===== src/rtl/plc_cnt_pkg.sv =====
package plc_cnt_pkg;
  typedef enum logic [1:0] {
    STEP_NONE = 2'b00,
    STEP_INC  = 2'b01,
    STEP_DEC  = 2'b10
  } step_e;

  function automatic step_e step_decode(input logic rise_up, input logic rise_dn);
    if (rise_up && !rise_dn)      return STEP_INC;
    else if (rise_dn && !rise_up) return STEP_DEC;
    else                          return STEP_NONE;
  endfunction
endpackage


===== src/rtl/plc_cnt_edge.sv =====
module plc_cnt_edge #(
  parameter int unsigned N = 2
) (
  input  logic         clk_i,
  input  logic         rst_ni,
  input  logic [N-1:0] lvl_i,
  output logic [N-1:0] rise_o
);
  logic [N-1:0] lvl_q;

  for (genvar g = 0; g < N; g++) begin : g_ch
    always_ff @(posedge clk_i or negedge rst_ni) begin
      if (!rst_ni) lvl_q[g] <= 1'b0;
      else         lvl_q[g] <= lvl_i[g];
    end
    assign rise_o[g] = lvl_i[g] & ~lvl_q[g];
  end
endmodule


===== src/rtl/plc_cnt_acc.sv =====
module plc_cnt_acc
  import plc_cnt_pkg::*;
#(
  parameter int unsigned ACC_W = 16
) (
  input  logic             clk_i,
  input  logic             rst_ni,
  input  logic             clr_i,
  input  logic             rise_up_i,
  input  logic             rise_dn_i,
  output logic [ACC_W-1:0] acc_o,
  output logic             ovf_o,
  output logic             unf_o
);
  localparam logic [ACC_W-1:0] AccMax = {1'b0, {(ACC_W-1){1'b1}}};
  localparam logic [ACC_W-1:0] AccMin = {1'b1, {(ACC_W-1){1'b0}}};
  localparam logic [ACC_W-1:0] One    = {{(ACC_W-1){1'b0}}, 1'b1};

  step_e            step;
  logic [ACC_W-1:0] acc_q;
  logic             ovf_q, unf_q;

  assign step = step_decode(rise_up_i, rise_dn_i);

  always_ff @(posedge clk_i or negedge rst_ni) begin
    if (!rst_ni) begin
      acc_q <= '0;
      ovf_q <= 1'b0;
      unf_q <= 1'b0;
    end else if (clr_i) begin
      acc_q <= '0;
      ovf_q <= 1'b0;
      unf_q <= 1'b0;
    end else begin
      unique case (step)
        STEP_INC: begin
          acc_q <= acc_q + One;  // wraps max -> min
          if (acc_q == AccMax) ovf_q <= 1'b1;
        end
        STEP_DEC: begin
          acc_q <= acc_q - One;  // wraps min -> max
          if (acc_q == AccMin) unf_q <= 1'b1;
        end
        default: ;
      endcase
    end
  end

  assign acc_o = acc_q;
  assign ovf_o = ovf_q;
  assign unf_o = unf_q;
endmodule


===== src/rtl/plc_cnt_cmp.sv =====
module plc_cnt_cmp #(
  parameter int unsigned ACC_W = 16
) (
  input  logic [ACC_W-1:0] acc_i,
  input  logic [ACC_W-1:0] preset_i,
  output logic             ge_o
);
  assign ge_o = $signed(acc_i) >= $signed(preset_i);
endmodule


===== src/rtl/plc_event_counter.sv =====
module plc_event_counter #(
  parameter int unsigned ACC_W = 16
) (
  input  logic             clk_i,
  input  logic             rst_ni,
  input  logic             up_i,
  input  logic             dn_i,
  input  logic             clr_i,
  input  logic [ACC_W-1:0] preset_i,
  output logic [ACC_W-1:0] acc_o,
  output logic             up_en_o,
  output logic             dn_en_o,
  output logic             done_o,
  output logic             ovf_o,
  output logic             unf_o
);
  localparam int unsigned NumIn = 2;

  logic [NumIn-1:0] rise;

  plc_cnt_edge #(.N(NumIn)) u_edge (
    .clk_i  (clk_i),
    .rst_ni (rst_ni),
    .lvl_i  ({dn_i, up_i}),
    .rise_o (rise)
  );

  plc_cnt_acc #(.ACC_W(ACC_W)) u_acc (
    .clk_i     (clk_i),
    .rst_ni    (rst_ni),
    .clr_i     (clr_i),
    .rise_up_i (rise[0]),
    .rise_dn_i (rise[1]),
    .acc_o     (acc_o),
    .ovf_o     (ovf_o),
    .unf_o     (unf_o)
  );

  plc_cnt_cmp #(.ACC_W(ACC_W)) u_cmp (
    .acc_i    (acc_o),
    .preset_i (preset_i),
    .ge_o     (done_o)
  );

  assign up_en_o = up_i;
  assign dn_en_o = dn_i;
endmodule


===== config.mk =====
export PLATFORM = sky130hd
export DESIGN_NAME = plc_event_counter
export DESIGN_NICKNAME = d
export VERILOG_FILES = /design/src/rtl/plc_cnt_pkg.sv /design/src/rtl/plc_cnt_edge.sv /design/src/rtl/plc_cnt_acc.sv /design/src/rtl/plc_cnt_cmp.sv /design/src/rtl/plc_event_counter.sv
export SDC_FILE = /design/constraint.sdc
export NUM_CORES = 1
export LEC_CHECK = 0
export CAP_MARGIN = 20
export CORE_MARGIN = 1.5
export CORE_UTILIZATION = 51
export DETAILED_ROUTE_END_ITERATION = 6
export GPL_ROUTABILITY_DRIVEN = 0
export HOLD_SLACK_MARGIN = 0.03
export PLACE_DENSITY = 0.8
export REMOVE_ABC_BUFFERS = 1
export SKIP_LAST_GASP = 1
export SLEW_MARGIN = 20
export SYNTH_ARGS = -nofsm -noshare
export SYNTH_HDL_FRONTEND = slang
export SYNTH_SLANG_ARGS = --single-unit

===== constraint.sdc =====
create_clock -name clk_i -period 3.3 [get_ports clk_i]
set_clock_uncertainty 0.2 [all_clocks]
set_input_delay 0.66 -clock clk_i [delete_from_list [all_inputs] [get_ports clk_i]]
set_output_delay 0.66 -clock clk_i [all_outputs]
set_load 0.01 [all_outputs]

==> run_results.csv <==
group,metric,value,unit
yosys,synthCells,249,
yosys,ys_types,55,
routing,wirelength,6510,um
finish,final_util,79.0,%
die,ios,42,
yosys,avgSynthCellArea,7.85,sq um
sta,clock.fmax,0.310,GHz
placement,dp_cells,356,
clocking,cts_hold_buffers,0,
grt,grt_pass1_vias,2101,
routing,ant_nets,0,
yosys,synth-xor-area-share,4.93,%
finish,fill_cells,240,
clocking,cts.clk_slew.worst_paths,0.08,ns
finish,finalNetCount,355,
placement,port_buffers,41,
finish,final_cells,362,
yosys,synth-seq-cells,20,
yosys,synth_enable_flop_cells,0,
yosys,synthSimpleGateAreaFrac,26.4,%
critical_path,cp_num_buf_inv,3,
die,rows,22,
yosys,muxShareOfSynthArea,2.69,%
clocking,cts-buffers-inserted,3,
critical_path,cp.required,2.44,ns
yosys,ys_seq_area_share,25.6,%
job,cap_viol_max_count,0,
sta,maxSlewViolCount,0,
placement,dp_worst_setup_slack,-0.618,ns
routing,drc,0,
sta,slew_headroom,36.3,%
clocking,cts-root-buf,"clkbuf_8",
yosys,synth_fa_ha_area_share,12.2,%
critical_path,arrival,2.36,ns
finish,design_area,2890,sq um
placement,placed_area,2610,sq um
finish,regArea,500,sq um
routing,drt_pre_antenna_iters,5,
sta,finalCritPeriodShare,97.7,%
routing,drt_iter0_markers,161,
power,report.power.total,0.000966,W
die,die_h,64.9,um
sta,setup_ws,0.0759,ns
run_status,outcome,"finished clean",
clocking,clkLatencyLatePin,0.26,ns
power,p_leak,1.31,nW
yosys,synthFlopType,"dfrtp_1",
grt,grt_max_degree,21,
clocking,cts_tree,"done",
critical_path,cp_slowest_cell,"mux2_4",
sta,setup_viol,0,
sta,hold_viol_final,0,
yosys,synth-compound-area-share,20.4,%
power,power.density,334,nW/um^2
placement,hpwl,4290,um
die,die_area,4210,sq um
sta,worst_slew_pin_slew,0.953,ns
grt,grt_overflow,0,
power,ir_drop,0.264,mV
critical_path,cp-end-kind,"output port",
routing,avgRoutedWirePerCell,18.0,um
critical_path,critPathKind,"input pin to output port",
yosys,synthesis.area,1950,sq um
min_path,hold_class,"register to register",
finish,drive_above_1_share,26.8,%
finish,multiInputGateArea,1500,sq um
yosys,yosys_warnings,0,
critical_path,crit_chain,"dlygate4sd2_1 -> inv_2 -> ha_4 -> a22o_1 -> nor4_4 -> a211oi_2 -> nor3_2 -> mux2_4 -> buf_6",
routing,vias,2278,
yosys,synth_top_family_by_area,"simple AND/OR/NAND/NOR gates",
critical_path,cp-start-kind,"input pin",
clocking,cts_sinks,20,
die,initial_core_util,53.4,%
clocking,htree_levels,1,
grt,antenna_found_initial,0,
sta,fin_crit,3.22,ns
clocking,clockBufferDepth,2,
critical_path,critPathMaxFanout,2,
grt,grt_first_pass_wirelength,10100,um
routing,routed_via_density,6.29,
grt,grtUsageTotal,31.3,%
die,coreArea,3660,sq um
critical_path,slowest_delay,0.32,ns
die,die_w,64.9,um
finish,area_growth,48.1,%
finish,antenna_cells,0,
yosys,synthArstFlopShare,100,%
critical_path,path_delay_family,"buffers and inverters",
-- logic make-up after synthesis --
logic type	count (synthesis)
XOR/XNOR	11
adder cells (fa/ha/maj)	19
flip-flops	20
AO/OA/AOI/OAI	57
buffers and inverters	36
AND/OR/NAND/NOR	101
multiplexers	5
-- power breakdown --
part	internal, W	switching, W
logic	0.000206	0.000225
registers	0.000263	0.0000176
clock network	0.000162	0.0000917
-- cells in the final DEF, fill, tap and decap left out, types with 3 or more instances in the layout --
cell,synthesis,routed
nor4_1,8,6
a21oi_1,14,12
nand2_1,15,14
clkdlybuf4s50_1,0,24
nor3_1,13,12
inv_1,17,6
dfrtp_1,20,20
nor2b_1,4,4
dlymetal6s2s_1,0,6
mux2i_1,3,3
ha_2,0,5
a21o_1,4,4
dlygate4sd2_1,0,9
ha_4,0,11
a22oi_1,4,4
nand2b_1,5,5
xor2_1,3,3
ha_1,19,3
inv_2,0,11
xnor2_1,8,8
buf_4,2,38
nand4_1,9,9
nand3_1,6,6
o21ai_0,9,8
clkbuf_8,0,3
nor2_1,28,28
o211ai_1,3,3
-- tightest hold or removal path: stages (launching register included) --
cell     delay, ns
dfrtp_1       0.36
a41oi_1       0.06
nor2_1        0.08
-- path summary, 6_finish.rpt --
path | cells after the start | to | slack (ns) | startpoint
setup / recovery | 9 | done_o | 0.08 | preset_i[7]
hold / removal | 2 | u_acc.unf_o | 0.33 | u_acc.unf_o
setup reg to reg | 7 | u_acc.acc_o[15] | 0.37 | u_acc.acc_o[10]
hold reg to reg | 2 | u_acc.unf_o | 0.33 | u_acc.unf_o
max in group asynchronous | 1 | u_acc.acc_o[13] | 1.60 | rst_ni
min in group asynchronous | 1 | u_edge.lvl_q[0] | 0.72 | rst_ni
-- per-stage QoR --
stage	hold WS [ns]	TNS, ns
floorplan	0.164	-0.0864
global placement	0.297	-0.815
detailed placement	0.316	-0.941
CTS	0.339	0
global route	0.366	-0.0376
finish	0.333	0
-- Yosys cell counts (all sizes together), types with 4 or more instances --
cell type	number	area (sq um)
a21o	4	30.0
a21oi	14	70.1
a22oi	4	30.0
buf	5	35.0
clkbuf	13	50.0
dfrtp	20	500
ha	19	238
inv	17	63.8
nand2	15	56.3
nand2b	5	31.3
nand3	6	30.0
nand4	9	56.3
nor2	28	105
nor2b	4	25.0
nor3	13	65.1
nor4	8	50.1
o21ai	9	45.0
xnor2	8	70.1
-- registers in the layout (all words and copies together), names as in the netlist --
register / count
u_edge.lvl_q: 2
u_acc.ovf_o: 1
u_acc.unf_o: 1
u_acc.acc_o: 16
-- timing repair --
item                                    CTS  global route
endpoints found under the setup margin    1             3
pin swaps                                22             7
resized for setup                        39            22
buffers inserted                          1             1
-- final cells by class --
type	instances	share of cell area [%]
repair buffers	79	24.0
well taps	48	2.08
inverters	18	2.33
flip-flops and latches	20	17.3
clock buffers	3	1.43
clock inverters	1	1.04
multi-input cells	193	51.8
-- per-layer routing --
layer  wire [um]  global-route usage [%]  vias up
li1            -                       -     1049
met1        2580                    40.3     1069
met2        3310                    55.9      148
met3         510                    4.34       12
met4         110                    5.59        0
met5           0                       0        -
(Power assumes the default switching activity.)
